[config.mk]
export PLATFORM = sky130hd
export DESIGN_NAME = slew_cal_seq
export DESIGN_NICKNAME = d
export VERILOG_FILES = /design/src/rtl/slew_cal_pkg.sv /design/src/rtl/slew_cal_div.sv /design/src/rtl/slew_cal_round.sv /design/src/rtl/slew_cal_seq.sv
export SDC_FILE = /design/constraint.sdc
export NUM_CORES = 1
export LEC_CHECK = 0
export BUFFER_PORTS_ARGS = -buffer_cell sky130_fd_sc_hd__buf_2
export CORE_UTILIZATION = 60
export DETAILED_ROUTE_END_ITERATION = 8
export PLACE_DENSITY = 0.84
export SYNTH_ARGS = -nofsm -noshare
export SYNTH_HDL_FRONTEND = slang
export SYNTH_SLANG_ARGS = --single-unit
[constraint.sdc]
create_clock -name clk_i -period 6.8 [get_ports clk_i]
set_clock_uncertainty 0.1 [all_clocks]
set_input_delay 0.34 -clock clk_i [delete_from_list [all_inputs] [get_ports clk_i]]
set_output_delay 0.34 -clock clk_i [all_outputs]
set_load 0.01 [all_outputs]
[src/rtl/slew_cal_pkg.sv]
package slew_cal_pkg;
  typedef enum logic [3:0] {
    ST_IDLE,
    ST_SETTLE,
    ST_LOAD,
    ST_MEAS,
    ST_POLL,
    ST_READ,
    ST_MOFF,
    ST_FOFF,
    ST_DIV,
    ST_WRITE,
    ST_OSCOFF
  } cal_state_e;
endpackage

[src/rtl/slew_cal_div.sv]
module slew_cal_div #(
  parameter int DW = 19,
  parameter int VW = 24
) (
  input  logic          clk_i,
  input  logic          rst_ni,
  input  logic          start_i,
  input  logic [DW-1:0] dividend_i,
  input  logic [VW-1:0] divisor_i,
  output logic          busy_o,
  output logic          valid_o,
  output logic [DW-1:0] quot_o
);
  localparam int CW = (DW > 1) ? $clog2(DW) : 1;
  localparam int PW = DW + VW;

  logic [DW-1:0] acc_q, hold_q;
  logic [VW-1:0] rem_q, dvs_q;
  logic [CW-1:0] cnt_q;
  logic          busy_q, valid_q;
  logic [VW:0]   trial, diff;
  logic          fits;

  always_comb begin
    trial = {rem_q, acc_q[DW-1]};
    fits  = trial >= {1'b0, dvs_q};
    diff  = trial - {1'b0, dvs_q};
  end

  always_ff @(posedge clk_i or negedge rst_ni) begin
    if (!rst_ni) begin
      acc_q   <= '0;
      hold_q  <= '0;
      rem_q   <= '0;
      dvs_q   <= '0;
      cnt_q   <= '0;
      busy_q  <= 1'b0;
      valid_q <= 1'b0;
    end else if (start_i) begin
      acc_q   <= dividend_i;
      hold_q  <= dividend_i;
      rem_q   <= '0;
      dvs_q   <= divisor_i;
      cnt_q   <= CW'(DW - 1);
      busy_q  <= 1'b1;
      valid_q <= 1'b0;
    end else if (busy_q) begin
      rem_q <= fits ? diff[VW-1:0] : trial[VW-1:0];
      acc_q <= {acc_q[DW-2:0], fits};
      if (cnt_q == '0) begin
        busy_q  <= 1'b0;
        valid_q <= 1'b1;
      end else begin
        cnt_q <= cnt_q - 1'b1;
      end
    end
  end

  assign busy_o  = busy_q;
  assign valid_o = valid_q;
  assign quot_o  = acc_q;

  // quotient is the exact floor of dividend / divisor
  a_r7_quot_low: assert property (@(posedge clk_i) disable iff (!rst_ni)
    valid_o |-> (PW'(quot_o) * PW'(dvs_q) <= PW'(hold_q)));
  a_r7_quot_high: assert property (@(posedge clk_i) disable iff (!rst_ni)
    valid_o |-> (PW'(quot_o) * PW'(dvs_q) + PW'(dvs_q) > PW'(hold_q)));
  a_r7_valid_after_busy: assert property (@(posedge clk_i) disable iff (!rst_ni)
    $rose(valid_o) |-> $past(busy_o));
endmodule

[src/rtl/slew_cal_round.sv]
module slew_cal_round #(
  parameter int QW        = 19,
  parameter int ROUND_DIV = 1000,
  parameter int CODE_W    = 3
) (
  input  logic [QW-1:0]     quot_i,
  output logic [CODE_W-1:0] code_o
);
  localparam int CODE_MAX = (1 << CODE_W) - 1;

  // round-to-nearest of quot/ROUND_DIV, saturated: count thresholds crossed
  always_comb begin
    code_o = '0;
    for (int k = 1; k <= CODE_MAX; k++) begin
      if (64'(quot_i) >= 64'(k * ROUND_DIV - ROUND_DIV / 2)) code_o = CODE_W'(k);
    end
  end
endmodule

[src/rtl/slew_cal_seq.sv]
module slew_cal_seq #(
  parameter int CYC_PER_US = 26,
  parameter int SETTLE_US  = 1,
  parameter int POLL_US    = 10,
  parameter int TIMEOUT_US = 200,
  parameter int REF_MHZ    = 26,
  parameter int COEF       = 17,
  parameter int CYCLE_CNT  = 1024,
  parameter int ROUND_DIV  = 1000,
  parameter int FALLBACK   = 3,
  parameter int CNT_W      = 24,
  parameter int CODE_W     = 3
) (
  input  logic              clk_i,
  input  logic              rst_ni,
  input  logic              start_i,
  input  logic [CODE_W-1:0] force_code_i,
  input  logic              meter_valid_i,
  input  logic [CNT_W-1:0]  meter_count_i,
  output logic              osc_en_o,
  output logic              frck_en_o,
  output logic              meter_en_o,
  output logic [CNT_W-1:0]  cycle_cnt_o,
  output logic [CODE_W-1:0] code_o,
  output logic              done_o
);
  import slew_cal_pkg::*;

  localparam int SETTLE_CYC = SETTLE_US * CYC_PER_US;
  localparam int POLL_CYC   = POLL_US * CYC_PER_US;
  localparam int NPOLL      = TIMEOUT_US / POLL_US;
  localparam int TMR_MAX    = (SETTLE_CYC > POLL_CYC) ? SETTLE_CYC : POLL_CYC;
  localparam int TMR_W      = $clog2(TMR_MAX + 1);
  localparam int PIDX_W     = $clog2(NPOLL + 1);
  localparam int PROD       = REF_MHZ * COEF * CYCLE_CNT;
  localparam int DW         = $clog2(PROD + 1);

  cal_state_e        state_q;
  logic [TMR_W-1:0]  tmr_q;
  logic [PIDX_W-1:0] pidx_q;
  logic [CNT_W-1:0]  cnt_q, cyc_q;
  logic [CODE_W-1:0] code_q, rnd_code;
  logic              osc_q, frck_q, meter_q, done_q, div_go;
  logic              div_busy, div_valid;
  logic [DW-1:0]     quot;

  assign div_go = (state_q == ST_FOFF) && (cnt_q != '0);

  slew_cal_div #(.DW(DW), .VW(CNT_W)) u_div (
    .clk_i     (clk_i),
    .rst_ni    (rst_ni),
    .start_i   (div_go),
    .dividend_i(DW'(PROD)),
    .divisor_i (cnt_q),
    .busy_o    (div_busy),
    .valid_o   (div_valid),
    .quot_o    (quot)
  );

  slew_cal_round #(.QW(DW), .ROUND_DIV(ROUND_DIV), .CODE_W(CODE_W)) u_round (
    .quot_i(quot),
    .code_o(rnd_code)
  );

  always_ff @(posedge clk_i or negedge rst_ni) begin
    if (!rst_ni) begin
      state_q <= ST_IDLE;
      tmr_q   <= '0;
      pidx_q  <= '0;
      cnt_q   <= '0;
      cyc_q   <= '0;
      code_q  <= '0;
      osc_q   <= 1'b0;
      frck_q  <= 1'b0;
      meter_q <= 1'b0;
      done_q  <= 1'b0;
    end else begin
      done_q <= 1'b0;
      unique case (state_q)
        ST_IDLE: if (start_i) begin
          if (force_code_i != '0) begin
            code_q <= force_code_i;
            done_q <= 1'b1;
          end else begin
            osc_q   <= 1'b1;
            tmr_q   <= TMR_W'(SETTLE_CYC - 1);
            state_q <= ST_SETTLE;
          end
        end
        ST_SETTLE: begin
          if (tmr_q == '0) begin
            frck_q  <= 1'b1;
            state_q <= ST_LOAD;
          end else begin
            tmr_q <= tmr_q - 1'b1;
          end
        end
        ST_LOAD: begin
          cyc_q   <= CNT_W'(CYCLE_CNT);
          state_q <= ST_MEAS;
        end
        ST_MEAS: begin
          meter_q <= 1'b1;
          tmr_q   <= TMR_W'(POLL_CYC - 1);
          pidx_q  <= '0;
          state_q <= ST_POLL;
        end
        ST_POLL: begin
          if (tmr_q != '0) begin
            tmr_q <= tmr_q - 1'b1;
          end else if (meter_valid_i || pidx_q == PIDX_W'(NPOLL - 1)) begin
            state_q <= ST_READ;  // timeout falls through to the read
          end else begin
            pidx_q <= pidx_q + 1'b1;
            tmr_q  <= TMR_W'(POLL_CYC - 1);
          end
        end
        ST_READ: begin
          cnt_q   <= meter_count_i;
          state_q <= ST_MOFF;
        end
        ST_MOFF: begin
          meter_q <= 1'b0;
          state_q <= ST_FOFF;
        end
        ST_FOFF: begin
          frck_q  <= 1'b0;
          state_q <= (cnt_q == '0) ? ST_WRITE : ST_DIV;
        end
        ST_DIV: if (div_valid && !div_busy) state_q <= ST_WRITE;
        ST_WRITE: begin
          code_q  <= (cnt_q == '0) ? CODE_W'(FALLBACK) : rnd_code;
          state_q <= ST_OSCOFF;
        end
        ST_OSCOFF: begin
          osc_q   <= 1'b0;
          done_q  <= 1'b1;
          state_q <= ST_IDLE;
        end
        default: state_q <= ST_IDLE;
      endcase
    end
  end

  assign osc_en_o    = osc_q;
  assign frck_en_o   = frck_q;
  assign meter_en_o  = meter_q;
  assign cycle_cnt_o = cyc_q;
  assign code_o      = code_q;
  assign done_o      = done_q;

  a_r1_force_skips: assert property (@(posedge clk_i) disable iff (!rst_ni)
    $rose(osc_en_o) |-> ($past(force_code_i) == '0));
  a_r3_meter_needs_frck: assert property (@(posedge clk_i) disable iff (!rst_ni)
    meter_en_o |-> (frck_en_o && cycle_cnt_o == CNT_W'(CYCLE_CNT)));
  a_r3_frck_needs_osc: assert property (@(posedge clk_i) disable iff (!rst_ni)
    frck_en_o |-> osc_en_o);
  a_r6_frck_after_meter: assert property (@(posedge clk_i) disable iff (!rst_ni)
    $fell(frck_en_o) |-> !$past(meter_en_o));
  a_r6_osc_last: assert property (@(posedge clk_i) disable iff (!rst_ni)
    $fell(osc_en_o) |-> (done_o && !$past(frck_en_o)));
  a_r10_done_pulse: assert property (@(posedge clk_i) disable iff (!rst_ni)
    done_o |=> !done_o);
  a_r11_busy_lock: assert property (@(posedge clk_i) disable iff (!rst_ni)
    (osc_en_o && !done_o) |=> !(done_o && !$fell(osc_en_o)));
endmodule

==> metrics.md <==
| Metric | Value |
|---|---|
| Fraction of the cycle the final worst path needs | 45.78% |
| Data arrival, critical path | 3.35 ns |
| Cell area after synthesis | 7281 sq um |
| Chip width | 112.2 um |
| Peak VDD IR | 0.0002141 V |
| Post-route design area | 8003 sq um |
| Average detailed-routed wire length per instance | 16.65 um |
| Clock transition time at the flip-flop clock pins of the worst setup and hold paths | 0.06 ns |
| Post-CTS Setup Inserts | 0 |
| Number of nets still failing antenna checks after routing | 0 |
| Most used cells in the layout excluding fill and tap cells | sky130_fd_sc_hd__dfrtp_1, sky130_fd_sc_hd__nand2_1, sky130_fd_sc_hd__o21ai_0 |
| Global-route wire length before repair | 27.41 mm |
| GRT Overall Usage | 27.51% |
| Final-stage net count | 869 |
| Transition time at the pin with the least slew margin | 1.247 ns |
| Number of placed cells counting well taps | 932 |
| Effective utilization at floorplan | 62.69% |
| Number of input and output port buffers inserted | 38 |
| Proportion of layout cells with a drive suffix above 1 | 13.75% |
| Crit. Startpoint | state_q[2] |
| Sort of element at the start of the critical path | flip-flop |
| Clock net sink count | 124 |
| Antenna cell count | 0 |
| Number of design-rule violations left by the first detailed-router iteration | 588 |
| Post-DP HPWL | 11.07 mm |
| Clock tree root driver cell | sky130_fd_sc_hd__clkbuf_16 |
| Worst path required time | 7.04 ns |
| Final setup vio count | 0 |
| Number of unique standard cell types used by synthesis | 63 |
| Count of boundary I/O pins | 62 |
| Max Fanout on Critical Path | 45 |
| Total via count after detailed routing | 5,812 |
| Count of TritonRoute iterations in the first routing pass | 9 |
| Max Root-Sink Buffers | 2 |
| Global route overflow | 0 |
| Reg-to-Reg Start | state_q[2] |
| Commonest non-fill, non-tap cell in the layout | sky130_fd_sc_hd__dfrtp_1 |
| Antenna violations before repair | 0 |
| Min-Delay Path Class | input port to flip-flop |
| Clock insertion delay at the later pin of the skew report | 0.43 ns |
| Die Area | 12,580 sq um |
| Maximum clock frequency | 321.3 MHz |
| Post-place setup slack | 3.722 ns |
| Final Max Slew Viols | 0 |
| Die Height | 112.2 um |
| Number of warnings printed during yosys synthesis | 0 |
| Core Util, Final | 68.91% |
| Final Critical Period | 3.113 ns |
| Most used DFF post-synth | sky130_fd_sc_hd__dfrtp_1 |
| Placement Cell Area | 7417 sq um |
| Unrepaired setup endpoints after global routing | no |
| Placeable Area | 11,610 sq um |
| Worst setup slack after layout | 3.687 ns |
| Vias in the first global route | 5,584 |
| Drt via density | 6.023 |
| Global-route met2 utilization | 42.86% |
| P_leak | 3.795 nW |
| Number of enable flip-flop cells after synthesis | 0 |
| Setup TNS Final | 0 ns |
| Category of the worst setup path capture point | flip-flop |
| Status | complete, but fails checks |
| Cell count after synthesis | 790 |
| Std cell rows | 39 |
| Area Growth Syn to Fin | 9.916% |
| Total number of H-tree levels | 4 |
| DRC Markers | 10 |
| Relative slew margins | 16.23% |
| Met1 usage in global routing | 38.03% |
| Sequential fraction of the synthesis area | 42.62% |
| Launch instance of the worst min-delay path | meter_count_i[6] |
| Final RePlAce weighted congestion | 0.8432 |
| GRT busiest layer | met2 |
| Maximum Capacitance Violations | 0 |
| Largest net degree at the start of global routing | 80 |
| Final Non-Filler Cells | 965 |
| Worst setup path category | flip-flop to flip-flop |
| Total routed wirelength | 16.07 mm |
| Cts bufs inserted | 17 |
| Async set-or-reset flop fraction in the synthesized netlist | 100.0% |
| Total power density per cell area | 206.3 nW/um^2 |
| Hold Fails Final Rpt | 0 |
| Seq cells post-synth | 124 |
| Mean instance size in the synthesized netlist | 9.216 sq um |
| Clock tree from TritonCTS | yes |
| Failing checks | design-rule violations |
| Met3 layer usage reported by global route | 6.102% |
## cell usage after synthesis, drive strengths merged (16+ instances only)
cell	n	area, sq um
a211oi	16	120.1
a21oi	47	246.5
buf	31	234.0
clkbuf	34	127.6
dfrtp	124	3103
ha	28	350.3
inv	44	165.2
mux2	26	292.8
mux2i	36	360.4
nand2	77	289.0
nor2	67	267.8
nor3	18	95.09
o21ai	71	355.3
xnor2	17	148.9
## what timing repair did
action                    CTS  global route
hold buffers                1             0
hold endpoints to repair   45             0
resized for setup           0             0
## final cells by class
| type | count | area (sq um) |
|---|---|---|
| Inverter | 45 | 168.9 |
| Tap cell | 143 | 178.9 |
| Clock buffer | 17 | 425.4 |
| Clock inverter | 15 | 150.1 |
| Sequential cell | 124 | 3104 |
| Multi-Input combinational cell | 578 | 3742 |
| Fill cell | 870 | 3611 |
| Timing Repair Buffer | 43 | 232.7 |
## state kept, by name (all words and copies together) (netlist names)
signal,flops
done_o,1
tmr_q,9
meter_en_o,1
cnt_q,24
pidx_q,5
state_q,4
cycle_cnt_o,1
u_div.dvs_q,24
frck_en_o,1
code_o,3
u_div.rem_q,24
u_div.cnt_q,5
u_div.busy_o,1
u_div.valid_o,1
osc_en_o,1
u_div.quot_o,19
## metal layers
metal  up-vias  wire, um
met2       180      7572
met1      2803      7525
met3        21       748
met5         -         0
met4         0       220
li1       2808         -
## final timing paths
kind | slack [ns] | to | cells after the start
setup / recovery | 3.69 | u_div.dvs_q[1] | 7
hold / removal | 0.04 | cnt_q[6] | 2
setup reg to reg | 3.69 | u_div.dvs_q[1] | 7
hold reg to reg | 0.38 | cycle_cnt_o[10] | 2
max in group asynchronous | 4.75 | u_div.busy_o | 3
min in group asynchronous | 0.36 | cnt_q[4] | 2
## metrics by stage
| stage | hold slack [ns] | power [mW] |
|---|---|---|
| 2_1_floorplan | -0.05559 | 0.7711 |
| 3_3_place_gp | 0.2686 | 0.7844 |
| 3_5_place_dp | 0.2794 | 0.7854 |
| 4_1_cts | 0.02846 | 1.664 |
| 5_1_grt | 0.03509 | 1.697 |
| 6_report | 0.03936 | 1.651 |
## logic make-up (layout without fill, tap and decap cells)
family	count (synthesis)	count (layout)	synth area share [%]
XOR/XNOR	27	27	3.248
adder cells (fa/ha/maj)	29	29	5.087
other	1	23	0.05151
flip-flops	124	124	42.62
buffers and inverters	110	120	7.286
AO/OA/AOI/OAI	202	202	17.34
AND/OR/NAND/NOR	235	235	15.40
multiplexers	62	62	8.971
## worst max-delay path: stages, from the launching register on
cell and delay [ns]:
sky130_fd_sc_hd__dfrtp_1 0.59, sky130_fd_sc_hd__clkinv_1 0.36, sky130_fd_sc_hd__nor2_1 0.33, sky130_fd_sc_hd__nand3_1 0.21, sky130_fd_sc_hd__nor2b_4 0.71, sky130_fd_sc_hd__buf_4 0.49
sky130_fd_sc_hd__nand2_1 0.12, sky130_fd_sc_hd__o21ai_0 0.09
## power breakdown
part	internal, mW	switching, mW	total (mW)
sequential	0.739	0.000735	0.740
clock	0.536	0.342	0.878
combinational	0.00855	0.0239	0.0324
total	1.28	0.367	1.65
Power figures use the tool's default switching activity.
